File: src/rtl/gpio_irq_pkg.sv
package gpio_irq_pkg;
  localparam int ADDR_W = 3;

  typedef enum logic [ADDR_W-1:0] {
    ADDR_TYPE   = 3'd0,
    ADDR_VALUE  = 3'd1,
    ADDR_ANY    = 3'd2,
    ADDR_MASK   = 3'd3,
    ADDR_STATUS = 3'd4
  } regAddrE;

  typedef struct packed {
    logic    wrType;
    logic    wrValue;
    logic    wrAny;
    logic    wrMask;
    logic    rdStatus;
    logic    rdValid;
    regAddrE rdSel;
  } strobeT;
endpackage

File: src/rtl/gpio_irq_sync.sv
module gpio_irq_sync #(
  parameter int WIDTH  = 32,
  parameter int STAGES = 2
) (
  input  logic             clk,
  input  logic             rstN,
  input  logic [WIDTH-1:0] asyncIn,
  output logic [WIDTH-1:0] syncOut
);
  logic [STAGES-1:0][WIDTH-1:0] stage;

  always_ff @(posedge clk or negedge rstN) begin
    if (!rstN) stage[0] <= '0;
    else       stage[0] <= asyncIn;
  end

  for (genvar s = 1; s < STAGES; s++) begin : g_stage
    always_ff @(posedge clk or negedge rstN) begin
      if (!rstN) stage[s] <= '0;
      else       stage[s] <= stage[s-1];
    end
  end

  assign syncOut = stage[STAGES-1];
endmodule

File: src/rtl/gpio_irq_ctrl.sv
module gpio_irq_ctrl
  import gpio_irq_pkg::*;
(
  input  logic              clk,
  input  logic              rstN,
  input  logic [ADDR_W-1:0] regAddr,
  input  logic              regWrEn,
  input  logic              regRdEn,
  output strobeT            strb
);
  always_comb begin
    strb          = '0;
    strb.rdSel    = regAddrE'(regAddr);
    strb.rdValid  = 1'b0;
    unique case (regAddr)
      ADDR_TYPE:   begin strb.wrType  = regWrEn; strb.rdValid = 1'b1; end
      ADDR_VALUE:  begin strb.wrValue = regWrEn; strb.rdValid = 1'b1; end
      ADDR_ANY:    begin strb.wrAny   = regWrEn; strb.rdValid = 1'b1; end
      ADDR_MASK:   begin strb.wrMask  = regWrEn; strb.rdValid = 1'b1; end
      ADDR_STATUS: begin strb.rdStatus = regRdEn; strb.rdValid = 1'b1; end
      default:     strb.rdValid = 1'b0;
    endcase
  end

  // at most one configuration register is written per cycle
  a_r10_single_write: assert property (@(posedge clk) disable iff (!rstN)
    $onehot0({strb.wrType, strb.wrValue, strb.wrAny, strb.wrMask}));

  // a status clear is only ever requested by a read
  a_r6_clear_needs_read: assert property (@(posedge clk) disable iff (!rstN)
    strb.rdStatus |-> regRdEn);
endmodule

File: src/rtl/gpio_irq_datapath.sv
module gpio_irq_datapath
  import gpio_irq_pkg::*;
#(
  parameter int NUM_PINS    = 32,
  parameter int SYNC_STAGES = 2
) (
  input  logic                clk,
  input  logic                rstN,
  input  strobeT              strb,
  input  logic [NUM_PINS-1:0] pinIn,
  input  logic [NUM_PINS-1:0] wrData,
  output logic [NUM_PINS-1:0] rdData,
  output logic                irqOut
);
  logic [NUM_PINS-1:0] typeReg, valueReg, anyReg, maskReg, statusReg;
  logic [NUM_PINS-1:0] pinSync, pinPrev, hitVec;

  gpio_irq_sync #(.WIDTH(NUM_PINS), .STAGES(SYNC_STAGES)) u_sync (
    .clk     (clk),
    .rstN    (rstN),
    .asyncIn (pinIn),
    .syncOut (pinSync)
  );

  always_ff @(posedge clk or negedge rstN) begin
    if (!rstN) begin
      typeReg  <= '0;
      valueReg <= '0;
      anyReg   <= '0;
      maskReg  <= '0;
      pinPrev  <= '0;
    end else begin
      if (strb.wrType)  typeReg  <= wrData;
      if (strb.wrValue) valueReg <= wrData;
      if (strb.wrAny)   anyReg   <= wrData;
      if (strb.wrMask)  maskReg  <= wrData;
      pinPrev <= pinSync;
    end
  end

  for (genvar p = 0; p < NUM_PINS; p++) begin : g_pin
    logic isRise, isFall, edgeHit, levelHit;
    always_comb begin
      isRise   = pinSync[p] & ~pinPrev[p];
      isFall   = ~pinSync[p] & pinPrev[p];
      levelHit = (pinSync[p] == valueReg[p]);
      if (anyReg[p])        edgeHit = isRise | isFall;
      else if (valueReg[p]) edgeHit = isRise;
      else                  edgeHit = isFall;
      hitVec[p] = typeReg[p] ? levelHit : edgeHit;
    end
  end

  always_ff @(posedge clk or negedge rstN) begin
    if (!rstN)              statusReg <= '0;
    else if (strb.rdStatus) statusReg <= hitVec;
    else                    statusReg <= statusReg | hitVec;
  end

  assign irqOut = |(statusReg & maskReg);

  always_comb begin
    rdData = '0;
    if (strb.rdValid) begin
      unique case (strb.rdSel)
        ADDR_TYPE:   rdData = typeReg;
        ADDR_VALUE:  rdData = valueReg;
        ADDR_ANY:    rdData = anyReg;
        ADDR_MASK:   rdData = maskReg;
        ADDR_STATUS: rdData = statusReg;
        default:     rdData = '0;
      endcase
    end
  end

  logic [NUM_PINS-1:0] riseOnly, fallOnly;
  assign riseOnly = ~typeReg & valueReg & ~anyReg & pinSync & ~pinPrev;
  assign fallOnly = ~typeReg & ~valueReg & ~anyReg & ~pinSync & pinPrev;

  // pending bits persist until a status read
  a_r6_sticky: assert property (@(posedge clk) disable iff (!rstN)
    !strb.rdStatus |=> ((statusReg & $past(statusReg)) == $past(statusReg)));

  // the clearing read keeps the events detected in its own cycle
  a_r7_keep_on_read: assert property (@(posedge clk) disable iff (!rstN)
    strb.rdStatus |=> (statusReg == $past(hitVec)));

  // a qualified rising edge lands in status
  a_r3_rise_lands: assert property (@(posedge clk) disable iff (!rstN)
    1'b1 |=> ((statusReg & $past(riseOnly)) == $past(riseOnly)));

  // a qualified falling edge lands in status
  a_r2_fall_lands: assert property (@(posedge clk) disable iff (!rstN)
    1'b1 |=> ((statusReg & $past(fallOnly)) == $past(fallOnly)));

  // with nothing pending the interrupt stays low
  a_r9_quiet_irq: assert property (@(posedge clk) disable iff (!rstN)
    (statusReg == '0) |-> !irqOut);
endmodule

File: src/rtl/gpio_irq_detect.sv
module gpio_irq_detect
  import gpio_irq_pkg::*;
#(
  parameter int NUM_PINS    = 32,
  parameter int SYNC_STAGES = 2
) (
  input  logic                clk,
  input  logic                rstN,
  input  logic [NUM_PINS-1:0] pinIn,
  input  logic [ADDR_W-1:0]   regAddr,
  input  logic                regWrEn,
  input  logic                regRdEn,
  input  logic [NUM_PINS-1:0] regWrData,
  output logic [NUM_PINS-1:0] regRdData,
  output logic                irqOut
);
  strobeT strb;

  gpio_irq_ctrl u_ctrl (
    .clk     (clk),
    .rstN    (rstN),
    .regAddr (regAddr),
    .regWrEn (regWrEn),
    .regRdEn (regRdEn),
    .strb    (strb)
  );

  gpio_irq_datapath #(.NUM_PINS(NUM_PINS), .SYNC_STAGES(SYNC_STAGES)) u_dp (
    .clk    (clk),
    .rstN   (rstN),
    .strb   (strb),
    .pinIn  (pinIn),
    .wrData (regWrData),
    .rdData (regRdData),
    .irqOut (irqOut)
  );
endmodule

File: config.mk
export PLATFORM = sky130hd
export DESIGN_NAME = gpio_irq_detect
export DESIGN_NICKNAME = d
export VERILOG_FILES = /design/src/rtl/gpio_irq_pkg.sv /design/src/rtl/gpio_irq_sync.sv /design/src/rtl/gpio_irq_ctrl.sv /design/src/rtl/gpio_irq_datapath.sv /design/src/rtl/gpio_irq_detect.sv
export SDC_FILE = /design/constraint.sdc
export NUM_CORES = 1
export LEC_CHECK = 0
export CAP_MARGIN = 20
export CELL_PAD_IN_SITES_DETAIL_PLACEMENT = 0
export CELL_PAD_IN_SITES_GLOBAL_PLACEMENT = 2
export CORE_MARGIN = 2
export CORE_UTILIZATION = 41
export CTS_CLUSTER_SIZE = 8
export DETAILED_ROUTE_END_ITERATION = 7
export GPL_TIMING_DRIVEN = 0
export PLACE_DENSITY_LB_ADDON = 0.1
export SETUP_SLACK_MARGIN = 0.05
export SYNTH_ARGS = -nofsm -noshare
export SYNTH_HDL_FRONTEND = slang
export SYNTH_SLANG_ARGS = --single-unit
File: constraint.sdc
create_clock -name clk -period 2 [get_ports clk]
set_clock_uncertainty 0.1 [all_clocks]
set_input_delay 0.3 -clock clk [delete_from_list [all_inputs] [get_ports clk]]
set_output_delay 0.3 -clock clk [all_outputs]
set_load 0.1 [all_outputs]
==> impl_metrics.env, run 1 <==
export IMPL_yosysSeqAreaShare=0.554
export IMPL_cp_start_kind="register"
export IMPL_dp_hpwl_mm=17.8
export IMPL_drc=0
export IMPL_antenna_found_initial=0
export IMPL_cts_max_level=2
export IMPL_critPathKind="reg -> out"
export IMPL_slowest_delay_ns=0.59
export IMPL_viasPerCell=5.21
export IMPL_diodes=0
export IMPL_path_cells="a22oi_2 > nand4_1 > or4_4 > buf_12"
export IMPL_hp_class="in -> reg"
export IMPL_setup_viol=32
export IMPL_drv_slew=0
export IMPL_path_clk_slew_ns=0.05
export IMPL_relSlewSlack=0.623
export IMPL_status="complete, but fails checks"
export IMPL_end_kind="primary output"
export IMPL_violations="setup timing"
export IMPL_placementRows=61
export IMPL_yosysWarnings=0
export IMPL_rsz0062_at_grt="yes"
export IMPL_worstPathMaxFanout=2
export IMPL_netlist_instances=867
export IMPL_root_buffer="clkbuf_16"
export IMPL_synth_nets=1002
export IMPL_num_vias=7398
export IMPL_grt_max_degree=107
export IMPL_worst_slack_ns=-0.526
export IMPL_drtPass1Iterations=5
export IMPL_area_growth_pct=28.0
export IMPL_cp_required_ns=1.60
export IMPL_syn_cell_area_sq_um=11600
export IMPL_final_util=0.533
export IMPL_die_h_um=172
export IMPL_grtUsageTotal=0.195
export IMPL_cpMaxStageDelayCell="or4_4"
export IMPL_finalHoldViolCount=0
export IMPL_clk_latency_ns=0.50
export IMPL_grt_pass1_wl_mm=43.4
export IMPL_first_iter_violations=407
export IMPL_ir_worst_vdd_mv=0.569
export IMPL_min_period_ns=2.53
export IMPL_dieArea_sq_um=29600
export IMPL_post_synth_top_area_cell="dfrtp_1"
export IMPL_worst_pin_slew_ns=0.566
export IMPL_initial_core_util=0.416
export IMPL_leakage_nw=6.60
export IMPL_cts_tree="built"
export IMPL_worst_ep_arrival_time_ns=2.13
export IMPL_clock_sinks=256
export IMPL_dp_slack_ns=-1.85
export IMPL_die_w_um=172
export IMPL_io_buffers=102
export IMPL_fin_tns_setup_ns=-2.06
export IMPL_holdWs_ns=0.132
export IMPL_ios=104
export IMPL_mostFrequentLayoutCell="dfrtp_1"
export IMPL_cts_buffers=37
export IMPL_synthTopCellsByArea="dfrtp_1, mux2_2, ha_1"
export IMPL_cts_path_max_buffers=3
export IMPL_core_sq_um=27800
export IMPL_drv_cap=0
export IMPL_yosys_cell_types_count=27
export IMPL_drtAntennaViolNets=0
export IMPL_post_drt_wl_per_cell_um=19.5
export IMPL_fmax_mhz=396
export IMPL_place_congestion=0.780
export IMPL_fin_crit_sh=1.26
export IMPL_mostFrequentLayoutCells="dfrtp_1, mux2_2, clkdlybuf4s50_1"
export IMPL_grt_pass1_vias=7640
export IMPL_ys_ff_latch=256
export IMPL_gr_total_overflow=0
export IMPL_syn_mean_instance_area_sq_um=13.3
export IMPL_final_nets=1177
export IMPL_wirelength_mm=27.7
export IMPL_power_density_nw_per_um2=1060
export IMPL_drive_gt1_frac=0.300
export IMPL_total_power_w=0.0156
export IMPL_synth_top_area_frac=0.554
-- flip-flops by register name, summed over array words and instances, names as in the netlist --
signal,flops
u_dp.pinPrev,32
u_dp.typeReg,32
u_dp.u_sync.syncOut,32
u_dp.maskReg,32
u_dp.u_sync.stage,32
u_dp.statusReg,32
u_dp.anyReg,32
u_dp.valueReg,32
-- worst max-delay path, delay by kind of cell, from the launching register on --
family                 cells  cell delay, ns
AND/OR/NAND/NOR            2            0.75
flip-flops                 1            0.43
AO/OA/AOI/OAI              1            0.25
buffers and inverters      1            0.19
-- Yosys cell counts --
master	instances
a221o_1	31
a22oi_1	48
and2_1	2
buf_2	19
buf_4	9
clkbuf_1	8
dfrtp_1	256
ha_1	64
inv_1	65
mux2_1	39
mux2_2	121
mux2i_1	31
mux4_2	1
nand2_1	33
nand2b_1	1
nand4_1	4
nand4b_1	1
nand4bb_1	1
nor3_2	1
nor3b_1	1
nor3b_2	2
o21ai_0	62
o21ai_1	2
o2bb2ai_1	31
o32ai_1	1
or4_1	1
xnor2_1	32
-- per-stage QoR --
stage | instances | cell area, sq um
floorplan | 867 | 11600
global placement | 1347 | 13100
detailed placement | 1349 | 13200
CTS | 1419 | 14800
global route | 1421 | 14800
finish | 1421 | 14800
-- power breakdown --
part	internal, W	total (W)	leakage [nW]	switching [W]
Clock	0.00340	0.00550	0.485	0.00210
Sequential	0.00595	0.00663	2.95	0.000674
Combinational	0.00170	0.00351	3.16	0.00182
Total	0.0110	0.0156	6.60	0.00459
-- final cells by class --
type / count / area (sq um)
fill: 2460 / 13000
tap: 378 / 473
timing repair buffer: 137 / 1560
clock buffer: 39 / 976
clock inverter: 1 / 8.76
multi-input combinational: 510 / 4840
inverter: 65 / 244
sequential: 256 / 6410
buffer: 35 / 297
-- what timing repair did --
item	CTS	global route
pin swaps	4	3
hold endpoints to repair	64	0
resized for setup	327	8
setup endpoints to repair	115	33
hold buffers	1	0
buffers inserted	29	2
gates cloned	1	0
-- layer usage --
| metal | up-vias | routed length, um | GRT usage | share of wire |
|---|---|---|---|---|
| met5 | - | 0 | 0 | 0 |
| met4 | 0 | 450 | 0.0526 | 0.016 |
| met3 | 38 | 1440 | 0.0348 | 0.052 |
| met2 | 146 | 12800 | 0.307 | 0.46 |
| met1 | 3739 | 13000 | 0.277 | 0.47 |
| li1 | 3475 | - | - | - |
-- path summary, 6_finish.rpt --
| kind | start | to | slack, ns | depth (start not counted) |
|---|---|---|---|---|
| worst max-delay path | u_dp.statusReg[23] | irqOut | -0.53 | 4 |
| worst min-delay path | pinIn[27] | u_dp.u_sync.stage[27] | 0.13 | 1 |
| worst max register to register | u_dp.u_sync.syncOut[20] | u_dp.statusReg[20] | 0.63 | 5 |
| worst min register to register | u_dp.u_sync.stage[26] | u_dp.u_sync.syncOut[26] | 0.24 | 0 |
| max in group asynchronous | rstN | u_dp.pinPrev[13] | 0.63 | 3 |
| min in group asynchronous | rstN | u_dp.u_sync.stage[27] | 0.26 | 2 |
-- cells by family (layout without fill, tap and decap cells) --
family | after synthesis | in the layout | synth area share
AOI/OAI and AO/OA | 175 | 175 | 0.110
adders and majority gates | 64 | 64 | 0.0692
buffers and inverters | 101 | 277 | 0.0377
xor gates and xnor gates | 32 | 32 | 0.0242
and+or+nand+nor | 47 | 47 | 0.0206
DFF | 256 | 256 | 0.554
muxes | 192 | 192 | 0.185
(Power assumes the default switching activity.)
==> run 2: changes to the inputs <==
- CORE_UTILIZATION: 41 -> 45
- DONT_BUFFER_PORTS: default -> 1
==> run 2 against run 1 <==
  * The run ends with hold timing, setup timing left
  * Total power down 2.8%
  * Sequential cell count stayed put
  * Routed wire length increased by 2.9%
  * Critical path type unchanged
  * Die area down 8.7%
  * Clock-buffer cell count shrank 2
  * Via count shrank 0.51%
  * Final cell count shrank 6.5%
  * Final area decreased by 3.1%
==> impl_metrics.env, run 2 (same netlist as run 1, synthesis figures left out) <==
export IMPL_rrSetupSlack_ns=0.60
export IMPL_core_sq_um=25200
export IMPL_worstPathMaxFanout=3
export IMPL_worst_ep_arrival_time_ns=2.10
export IMPL_ir_worst_vdd_mv=0.733
export IMPL_slowest_delay_ns=0.75
export IMPL_fin_crit_sh=1.25
export IMPL_rsz0062_at_grt="yes"
export IMPL_drc=0
export IMPL_hp_class="in -> async"
export IMPL_relSlewSlack=0.324
export IMPL_grt_max_degree=257
export IMPL_cp_start_kind="register"
export IMPL_die_w_um=164
export IMPL_fin_tns_setup_ns=-2.06
export IMPL_postCtsHoldBufs=64
export IMPL_wirelength_mm=28.5
export IMPL_clock_sinks=256
export IMPL_critPathKind="reg -> out"
export IMPL_end_kind="primary output"
export IMPL_worst_pin_slew_ns=1.02
export IMPL_cts_tree="built"
export IMPL_cpMaxStageDelayCell="or4_4"
export IMPL_status="complete, but fails checks"
export IMPL_setup_viol=33
export IMPL_crit_family="simple AND/OR/NAND/NOR gates"
export IMPL_first_iter_violations=525
export IMPL_path_clk_slew_ns=0.04
export IMPL_gr_total_overflow=0
export IMPL_post_drt_wl_per_cell_um=21.4
export IMPL_drive_gt1_frac=0.277
export IMPL_die_h_um=164
export IMPL_grtUsageTotal=0.217
export IMPL_area_growth_pct=24.0
export IMPL_mostFrequentLayoutCells="dfrtp_1, mux2_2, inv_1"
export IMPL_mostFrequentLayoutCell="dfrtp_1"
export IMPL_min_period_ns=2.50
export IMPL_path_cells="a22oi_2 > nand4_1 > or4_4"
export IMPL_dieArea_sq_um=27000
export IMPL_drtPass1Iterations=4
export IMPL_dp_hpwl_mm=18.0
export IMPL_initial_core_util=0.459
export IMPL_cts_path_max_buffers=3
export IMPL_place_congestion=0.802
export IMPL_placementRows=58
export IMPL_viasPerCell=5.54
export IMPL_power_density_nw_per_um2=1060
export IMPL_fmax_mhz=401
export IMPL_final_nets=1132
export IMPL_drv_slew=0
export IMPL_worst_slack_ns=-0.495
export IMPL_rr_worst_depth=5
export IMPL_dp_slack_ns=-0.607
export IMPL_worstReg2RegEnd="u_dp.statusReg[27]"
export IMPL_drv_cap=0
export IMPL_grt_pass1_wl_mm=44.5
export IMPL_antenna_found_initial=1
export IMPL_ios=104
export IMPL_leakage_nw=6.39
export IMPL_dp_cells=1197
export IMPL_num_vias=7360
export IMPL_io_buffers=0
export IMPL_root_buffer="clkbuf_16"
export IMPL_finalHoldViolCount=256
export IMPL_cp_num_buf_inv=0
export IMPL_stdcell_count=1328
export IMPL_cts_max_level=2
export IMPL_reg2reg_from="u_dp.u_sync.syncOut[27]"
export IMPL_cts_buffers=37
export IMPL_critical_path_startpoint="u_dp.maskReg[23]"
export IMPL_cp_required_ns=1.60
export IMPL_clk_latency_ns=0.51
export IMPL_drtAntennaViolNets=0
export IMPL_total_power_w=0.0152
export IMPL_grt_pass1_vias=7955
export IMPL_fill_cells=2025
export IMPL_holdWs_ns=-0.595
export IMPL_violations="hold timing, setup timing"
## run 2: cell count changes in the layout (fill, tap and decap cells not counted), moves of 12 or more
cell,previous run,this run
a221o_4,0,31
a221o_2,31,0
buf_8,12,0
clkdlybuf4s50_1,66,0
buf_12,18,0
dlygate4sd3_1,1,64
## run 2: timing repair
item | 4_1_cts | 5_1_grt
endpoints found under the setup margin | 33 | 33
setup buffers | 26 | 2
hold endpoints to repair | 416 | 256
resized for setup | 71 | 12
pin swaps | 12 | 5
cloned | 0 | 0
## run 2: area by class of cell
class / count / area (sq um) / area share
diodes: 1 / 2.50 / 0.000174
plain buffers: 35 / 290 / 0.0202
well taps: 330 / 413 / 0.0288
clock buffers: 37 / 926 / 0.0645
repair buffers: 92 / 855 / 0.0596
inverters: 65 / 244 / 0.0170
multi-input cells: 510 / 5190 / 0.362
clock inverters: 2 / 17.5 / 0.00122
flip-flops and latches: 256 / 6410 / 0.447
## run 2: per-layer routing
metal	track usage	routed length [um]	vias to the layer above	part of all wire
met5	0	0	-	0
met4	0.0574	529	0	0.019
met3	0.0535	1750	40	0.062
met2	0.365	14000	185	0.49
met1	0.281	12200	3766	0.43
li1	-	-	3369	-
## run 2: worst max-delay path by stage
stage | endpoint | slack (ns) | cells past startpoint
floorplan | regRdData[10] | 0.03 | 5
global route | irqOut | -0.53 | 3
CTS | irqOut | -0.50 | 3
global placement | regRdData[0] | -0.53 | 4
detailed placement | regRdData[17] | -0.61 | 4
finish | irqOut | -0.50 | 3
## run 2: through the flow
stage	cell area [sq um]	utilization
global route	14300	0.570
finish	14300	0.570
floorplan	11600	-
CTS	14300	0.567
global placement	12000	0.478
detailed placement	12000	0.478
## run 2: power breakdown
group	switching [W]	internal, W
clock	0.00207	0.00324
sequential	0.000773	0.00595
combinational	0.00172	0.00144
## run 2: worst reg2reg max path: cells and delay by family, from the launching register on
family / cells / cell delay [ns]
compound gates: 2 / 0.28
fa+ha+maj: 1 / 0.17
buf+inv: 1 / 0.06
flops: 1 / 0.40
mux: 1 / 0.26
==> run 3: changes to the inputs <==
- CORE_MARGIN: 2 -> 5
==> run 3 against run 2 <==
  * The run still ends with hold timing, setup timing left
  * Register-to-register slack hardly changed
  * Hold slack worse by 0.0087 ns
  * Clock power increased by 3%
  * Clock-buffer cell count increased by 2
  * Sequential share of layout area fell by 0.074 points
  * Utilization shrank 0.070 points
  * Die area rose by 7.4%
  * Via count fell by 0.56%
  * Critical path depth stayed put
  * First-iteration DRC count is 18% lower
  * Non-clock buffer count down 1
  * Critical endpoint unchanged
  * Highest routed layer unchanged
==> impl_metrics.env, run 3 (same netlist as run 1, synthesis figures left out) <==
export IMPL_drive_gt1_frac=0.277
export IMPL_clock_sinks=256
export IMPL_io_buffers=0
export IMPL_finalHoldViolCount=256
export IMPL_die_h_um=170
export IMPL_worst_ep_arrival_time_ns=2.10
export IMPL_fin_tns_setup_ns=-1.87
export IMPL_critPathKind="reg -> out"
export IMPL_final_nets=1131
export IMPL_worst_slack_ns=-0.500
export IMPL_postCtsHoldBufs=64
export IMPL_core_sq_um=25300
export IMPL_clk_latency_ns=0.51
export IMPL_grt_max_degree=257
export IMPL_cts_buffers=37
export IMPL_die_w_um=170
export IMPL_area_growth_pct=24.3
export IMPL_dp_hpwl_mm=18.0
export IMPL_placementRows=58
export IMPL_fill_cells=2047
export IMPL_status="complete, but fails checks"
export IMPL_cts_tree="built"
export IMPL_cp_start_kind="register"
export IMPL_relSlewSlack=0.324
export IMPL_worstPathMaxFanout=3
export IMPL_path_clk_slew_ns=0.05
export IMPL_first_iter_violations=428
export IMPL_ir_worst_vdd_mv=0.698
export IMPL_dieArea_sq_um=29000
export IMPL_num_vias=7319
export IMPL_dp_slack_ns=-0.550
export IMPL_fin_crit_sh=1.25
export IMPL_end_kind="primary output"
export IMPL_grtUsageTotal=0.201
export IMPL_drv_slew=0
export IMPL_post_drt_wl_per_cell_um=21.3
export IMPL_grt_pass1_wl_mm=45.7
export IMPL_drtPass1Iterations=6
export IMPL_worst_pin_slew_ns=1.02
export IMPL_holdWs_ns=-0.604
export IMPL_leakage_nw=6.41
export IMPL_viasPerCell=5.51
export IMPL_root_buffer="clkbuf_16"
export IMPL_place_congestion=0.840
export IMPL_rsz0062_at_grt="yes"
export IMPL_cp_required_ns=1.60
export IMPL_cts_max_level=2
export IMPL_fmax_mhz=400
export IMPL_drtAntennaViolNets=0
export IMPL_hp_class="in -> async"
export IMPL_gr_total_overflow=0
export IMPL_initial_core_util=0.458
export IMPL_min_period_ns=2.50
export IMPL_drc=0
export IMPL_ios=104
export IMPL_power_density_nw_per_um2=1070
export IMPL_violations="hold timing, setup timing"
export IMPL_cts_path_max_buffers=3
export IMPL_mostFrequentLayoutCell="dfrtp_1"
export IMPL_drv_cap=0
export IMPL_mostFrequentLayoutCells="dfrtp_1, mux2_2, inv_1"
export IMPL_setup_viol=33
export IMPL_wirelength_mm=28.3
export IMPL_grt_pass1_vias=8073
export IMPL_antenna_found_initial=2
export IMPL_stdcell_count=1329
export IMPL_dp_cells=1197
-- run 3: cell count changes in the layout (fill, tap and decap cells not counted), sizes merged --
cell   delta
buf       +1
diode     +1
inv       -1
-- run 3: routing by layer --
metal | GRT usage | vias to the layer above | routed length [um]
met4 | 0.0552 | 0 | 590
li1 | - | 3392 | -
met3 | 0.0479 | 48 | 1530
met1 | 0.266 | 3738 | 12300
met5 | 0 | - | 0
met2 | 0.334 | 141 | 13900
-- run 3: worst max-delay path, cell delays in order (launching register included) --
cell and delay [ns]:
dfrtp_1 0.43, a22oi_1 0.24, nand4_1 0.18, or4_4 0.74
-- run 3: timing repair --
action,4_1_cts,5_1_grt
pin swaps,13,3
resized for setup,66,17
endpoints found under the setup margin,33,33
buffers inserted,27,0
hold endpoints to repair,416,256
-- run 3: area by class of cell --
cell class	instances	area, sq um	share of cell area
antenna	2	5.00	0.000348
inverter	65	244	0.0170
clock inverter	1	8.76	0.000609
sequential	256	6410	0.446
timing repair buffer	91	847	0.0589
multi-input combinational	510	5190	0.361
buffer	35	278	0.0193
clock buffer	39	976	0.0679
tap	330	413	0.0287
-- run 3: worst paths after layout --
check / startpoint / end / slack (ns) / cells after the start
min: rstN / u_dp.pinPrev[23] / -0.60 / 0
max in group asynchronous: rstN / u_dp.u_sync.syncOut[19] / 1.82 / 0
min reg2reg: u_dp.u_sync.stage[8] / u_dp.u_sync.syncOut[8] / 0.24 / 0
max: u_dp.statusReg[24] / irqOut / -0.50 / 3
min in group clk: regWrEn / u_dp.maskReg[31] / 0.12 / 2
max reg2reg: u_dp.u_sync.syncOut[27] / u_dp.statusReg[27] / 0.59 / 5
-- run 3: power by group --
part	switching (W)	internal, W	total (W)
sequential	0.000753	0.00595	0.00670
combinational	0.00173	0.00144	0.00316
clock	0.00209	0.00340	0.00549
-- run 3: through the flow --
| stage | power (W) | utilization | instance area [sq um] |
|---|---|---|---|
| 2_1_floorplan | 0.00882 | - | 11600 |
| 3_3_place_gp | 0.00927 | 0.477 | 12000 |
| 3_5_place_dp | 0.00939 | 0.477 | 12000 |
| 4_1_cts | 0.0155 | 0.566 | 14300 |
| 5_1_grt | 0.0161 | 0.569 | 14400 |
| 6_report | 0.0154 | 0.569 | 14400 |
